### src/rtl/hu_pkg.sv
package hu_pkg;
  typedef enum logic [1:0] {
    FWD_RF  = 2'b00,
    FWD_WB  = 2'b01,
    FWD_MEM = 2'b10
  } fwd_sel_e;
endpackage

### src/rtl/fwd_select.sv
module fwd_select #(
  parameter int REG_W = 5
) (
  input  logic [REG_W-1:0] src_i,
  input  logic [REG_W-1:0] mem_rd_i,
  input  logic             mem_we_i,
  input  logic [REG_W-1:0] wb_rd_i,
  input  logic             wb_we_i,
  output hu_pkg::fwd_sel_e sel_o
);
  logic src_live, mem_hit, wb_hit;

  assign src_live = |src_i;
  assign mem_hit  = src_live && mem_we_i && (mem_rd_i == src_i);
  assign wb_hit   = src_live && wb_we_i && (wb_rd_i == src_i);

  // nearest producer first
  always_comb begin
    if (mem_hit)     sel_o = hu_pkg::FWD_MEM;
    else if (wb_hit) sel_o = hu_pkg::FWD_WB;
    else             sel_o = hu_pkg::FWD_RF;
  end
endmodule

### src/rtl/load_use_detect.sv
module load_use_detect #(
  parameter int REG_W = 5
) (
  input  logic             clk_i,
  input  logic             rst_ni,
  input  logic             ex_is_load_i,
  input  logic [REG_W-1:0] ex_rd_i,
  input  logic [REG_W-1:0] id_rs1_i,
  input  logic [REG_W-1:0] id_rs2_i,
  input  logic             branch_taken_i,
  output logic             stall_o
);
  logic hazard, stall_q;

  assign hazard = ex_is_load_i && (|ex_rd_i) &&
                  ((ex_rd_i == id_rs1_i) || (ex_rd_i == id_rs2_i));
  // one bubble is enough; a taken branch kills the dependent anyway
  assign stall_o = hazard && !branch_taken_i && !stall_q;

  always_ff @(posedge clk_i or negedge rst_ni) begin
    if (!rst_ni) stall_q <= 1'b0;
    else         stall_q <= stall_o;
  end
endmodule

### src/rtl/fwd_hazard_unit.sv
module fwd_hazard_unit #(
  parameter int REG_W = 5
) (
  input  logic             clk_i,
  input  logic             rst_ni,
  input  logic [REG_W-1:0] id_rs1_i,
  input  logic [REG_W-1:0] id_rs2_i,
  input  logic [REG_W-1:0] ex_rs1_i,
  input  logic [REG_W-1:0] ex_rs2_i,
  input  logic [REG_W-1:0] ex_rd_i,
  input  logic             ex_is_load_i,
  input  logic [REG_W-1:0] mem_rd_i,
  input  logic             mem_we_i,
  input  logic [REG_W-1:0] wb_rd_i,
  input  logic             wb_we_i,
  input  logic             branch_taken_i,
  output logic [1:0]       fwd_a_o,
  output logic [1:0]       fwd_b_o,
  output logic             stall_o,
  output logic             bubble_o,
  output logic             flush_o
);
  localparam int NUM_OPS = 2;

  logic [REG_W-1:0] op_src [NUM_OPS];
  hu_pkg::fwd_sel_e op_sel [NUM_OPS];
  logic             lu_stall;

  assign op_src[0] = ex_rs1_i;
  assign op_src[1] = ex_rs2_i;

  for (genvar g = 0; g < NUM_OPS; g++) begin : g_op
    fwd_select #(.REG_W(REG_W)) u_sel (
      .src_i    (op_src[g]),
      .mem_rd_i (mem_rd_i),
      .mem_we_i (mem_we_i),
      .wb_rd_i  (wb_rd_i),
      .wb_we_i  (wb_we_i),
      .sel_o    (op_sel[g])
    );
  end

  load_use_detect #(.REG_W(REG_W)) u_lu (
    .clk_i          (clk_i),
    .rst_ni         (rst_ni),
    .ex_is_load_i   (ex_is_load_i),
    .ex_rd_i        (ex_rd_i),
    .id_rs1_i       (id_rs1_i),
    .id_rs2_i       (id_rs2_i),
    .branch_taken_i (branch_taken_i),
    .stall_o        (lu_stall)
  );

  assign fwd_a_o  = op_sel[0];
  assign fwd_b_o  = op_sel[1];
  assign stall_o  = lu_stall;
  assign bubble_o = lu_stall || branch_taken_i;
  assign flush_o  = branch_taken_i;
endmodule

### config.mk
export PLATFORM = sky130hd
export DESIGN_NAME = fwd_hazard_unit
export DESIGN_NICKNAME = d
export VERILOG_FILES = /design/src/rtl/hu_pkg.sv /design/src/rtl/fwd_select.sv /design/src/rtl/load_use_detect.sv /design/src/rtl/fwd_hazard_unit.sv
export SDC_FILE = /design/constraint.sdc
export NUM_CORES = 1
export LEC_CHECK = 0
export BUFFER_PORTS_ARGS = -buffer_cell sky130_fd_sc_hd__buf_2
export CAP_MARGIN = 15
export CELL_PAD_IN_SITES_DETAIL_PLACEMENT = 0
export CELL_PAD_IN_SITES_GLOBAL_PLACEMENT = 2
export CORE_UTILIZATION = 17
export DETAILED_ROUTE_END_ITERATION = 10
export GPL_ROUTABILITY_DRIVEN = 0
export PLACE_DENSITY_LB_ADDON = 0.1
export SETUP_SLACK_MARGIN = 0.5
export SYNTH_ARGS = -nofsm -noshare
export SYNTH_HDL_FRONTEND = slang
export SYNTH_SLANG_ARGS = --single-unit
### constraint.sdc
create_clock -name clk_i -period 1.4 [get_ports clk_i]
set_input_delay 0.07 -clock clk_i [delete_from_list [all_inputs] [get_ports clk_i]]
set_output_delay 0.07 -clock clk_i [all_outputs]
set_load 0.005 [all_outputs]
==> results.ini <==
[status]
status = complete, no violations

[final_layout]
final_util_pct = 33.2
postLayoutCellArea_um2 = 915
top_register = u_lu.stall_q
largest_reg_flops = 1
final_nets = 151
reg.largest.list = u_lu.stall_q (1)
area_growth_pct = 85.1
fin_cells = 139
n_antenna_cell = 0
drive_above_1_share_pct = 60.2

[detailed_routing]
drt-total-wl_um = 1500
drc = 0
viasPerCell = 4.15
wl_per_cell_um = 10.8
vias = 577
postRouteAntennaNets = 0
drt_pass1_iterations = 2
first_iter_violations = 2

[clock_tree]
clk_latency_ns = 0
path_clk_slew_ns = 0

[place]
placed_cell_area_um2 = 746
hpwlAfterDp_um = 1380
place_ws_ns = 0.102
io_buffers = 47
place_inst = 133

[yosys]
ys_seq_elements = 1
syn_nets = 99
syn_inst = 58
netlist_area_um2 = 494
ys_seq_area_share_pct = 5.06
syn_avg_cell_area_um2 = 8.52
synth.distinct_cells = 16
ys.warnings.count = 0

[sta]
max_slew_margin_pct = 82.9
setup_ws_ns = 0.147
hold_slack_ns = 0.269
clock.fmax_mhz = 798
hold_viol = 0
fin_crit_ns = 1.25
finalSetupTns_ns = 0
slew_violations = 0
worst_slew_pin_slew_ns = 0.254
rsz0062_at_grt = yes
fin_crit_sh_pct = 89.5
skew_ns = 0
setup_viol = 0

[critical_path]
cp_data_arrival_time_ns = 1.18
startpoint_type = input port
end_kind = output pin
critPathRequiredTime_ns = 1.33
crit_type = input port to output pin
crit_fanout = 2

[global_routing]
grt_max_degree = 4
grtUsageTotal_pct = 9.42
gr-total-overflow = 0
antenna_found_initial = 0
grt_pass1_wl_um = 2440
grt_pass1_vias = 575

[floorplanning]
initial_utilization_pct = 17.9
core-area_mm2 = 0.00276
die_y_um = 55.9
rows = 19
die_area_mm2 = 0.00313
num_io_pins = 48
die_w_um = 55.9

[power_and_ir_drop]
share_comb_of_total_power_pct = 89.0
clockPowerShare_pct = 0
ir_worst_vdd_mv = 0.133
power_density_mw_per_mm2 = 300
p_seq_share_pct = 11.0
finalPower_mw = 0.274
p_sw_mw = 0.107
total_leakage_power_nw = 0.394
switching_share_pct = 39.0
power.internal_mw = 0.167

[job]
maxCapViolCount = 0

[hold_path]
hp-class = input port to flip-flop

-- layout by cell type, fill, tap and decap left out, drive strengths merged --
| cell type | instances |
|---|---|
| nor2 | 4 |
| buf | 52 |
| xnor2 | 16 |
| nor4 | 4 |
| o21bai | 1 |
| xor2 | 14 |
| or4 | 3 |
| nor2b | 1 |
| nand4 | 4 |
| nor3 | 3 |
| a22oi | 1 |
| o21ai | 1 |
| nand2 | 2 |
| dlygate4sd3 | 1 |
| dfrtp | 1 |
-- power groups by stage --
stage          registers, mW  logic [mW]  clock network (mW)
2_1_floorplan         0.0301      0.0969                   0
3_3_place_gp          0.0301       0.200                   0
3_5_place_dp          0.0301       0.200                   0
4_1_cts               0.0301       0.240                   0
5_1_grt               0.0301       0.267                   0
6_report              0.0301       0.244                   0
-- repair_timing --
action / CTS / global route
hold buffers: 1 / 0
setup endpoints to repair: 7 / 7
buffers inserted: 4 / 1
endpoints found under the hold margin: 1 / 0
gates resized for setup: 25 / 3
pin swaps: 8 / 0
-- final cells by class --
type	instances	area [um^2]
Timing Repair Buffer	53	357
Multi-Input combinational cell	54	494
Sequential cell	1	25.0
Tap cell	31	38.8
Fill cell	320	1840
-- final timing paths --
path,startpoint,endpoint,slack [ns],cells after the start
worst max register to register,u_lu.stall_q,u_lu.stall_q,0.55,3
min in group asynchronous,rst_ni,u_lu.stall_q,0.38,2
max in group asynchronous,rst_ni,u_lu.stall_q,0.93,2
worst max-delay path,ex_rs1_i[0],fwd_a_o[0],0.15,6
worst min register to register,u_lu.stall_q,u_lu.stall_q,0.51,3
worst min-delay path,branch_taken_i,u_lu.stall_q,0.27,2
-- per-layer routing --
metal / track usage (%) / routed length, um / up-vias / part of all wire [%]
met4: 0 / 0 / 0 / 0
met5: 0 / 0 / - / 0
li1: - / - / 300 / -
met2: 15.5 / 719 / 21 / 48
met3: 0.930 / 88 / 0 / 5.9
met1: 14.2 / 689 / 256 / 46
-- critical path, stage by stage --
cell and delay, ns:
buf_8 0.09, or4_4 0.54, nor2_4 0.13, nor4_4 0.06, nor4_2 0.14, buf_2 0.15
-- synth_stat cells (all sizes together) --
master | count | area share [%]
buf | 3 | 4.6
xor2 | 14 | 25
nor4 | 4 | 10
nand2 | 2 | 1.5
nand4 | 4 | 5.1
xnor2 | 16 | 28
or4 | 3 | 6.1
nor2b | 1 | 1.3
a22oi | 1 | 1.5
nor2 | 4 | 6.1
o21bai | 1 | 1.5
dfrtp | 1 | 5.1
nor3 | 3 | 3.0
o21ai | 1 | 1.0
-- cell families (layout without fill, tap and decap cells) --
| family | Yosys count | in the layout | synth area share (%) |
|---|---|---|---|
| flops | 1 | 1 | 5.06 |
| simple gates | 21 | 21 | 33.2 |
| compound gates | 3 | 3 | 4.05 |
| xor+xnor | 30 | 30 | 53.2 |
| buf+inv | 3 | 53 | 4.56 |
No activity file was read; power rests on OpenSTA's default activity.
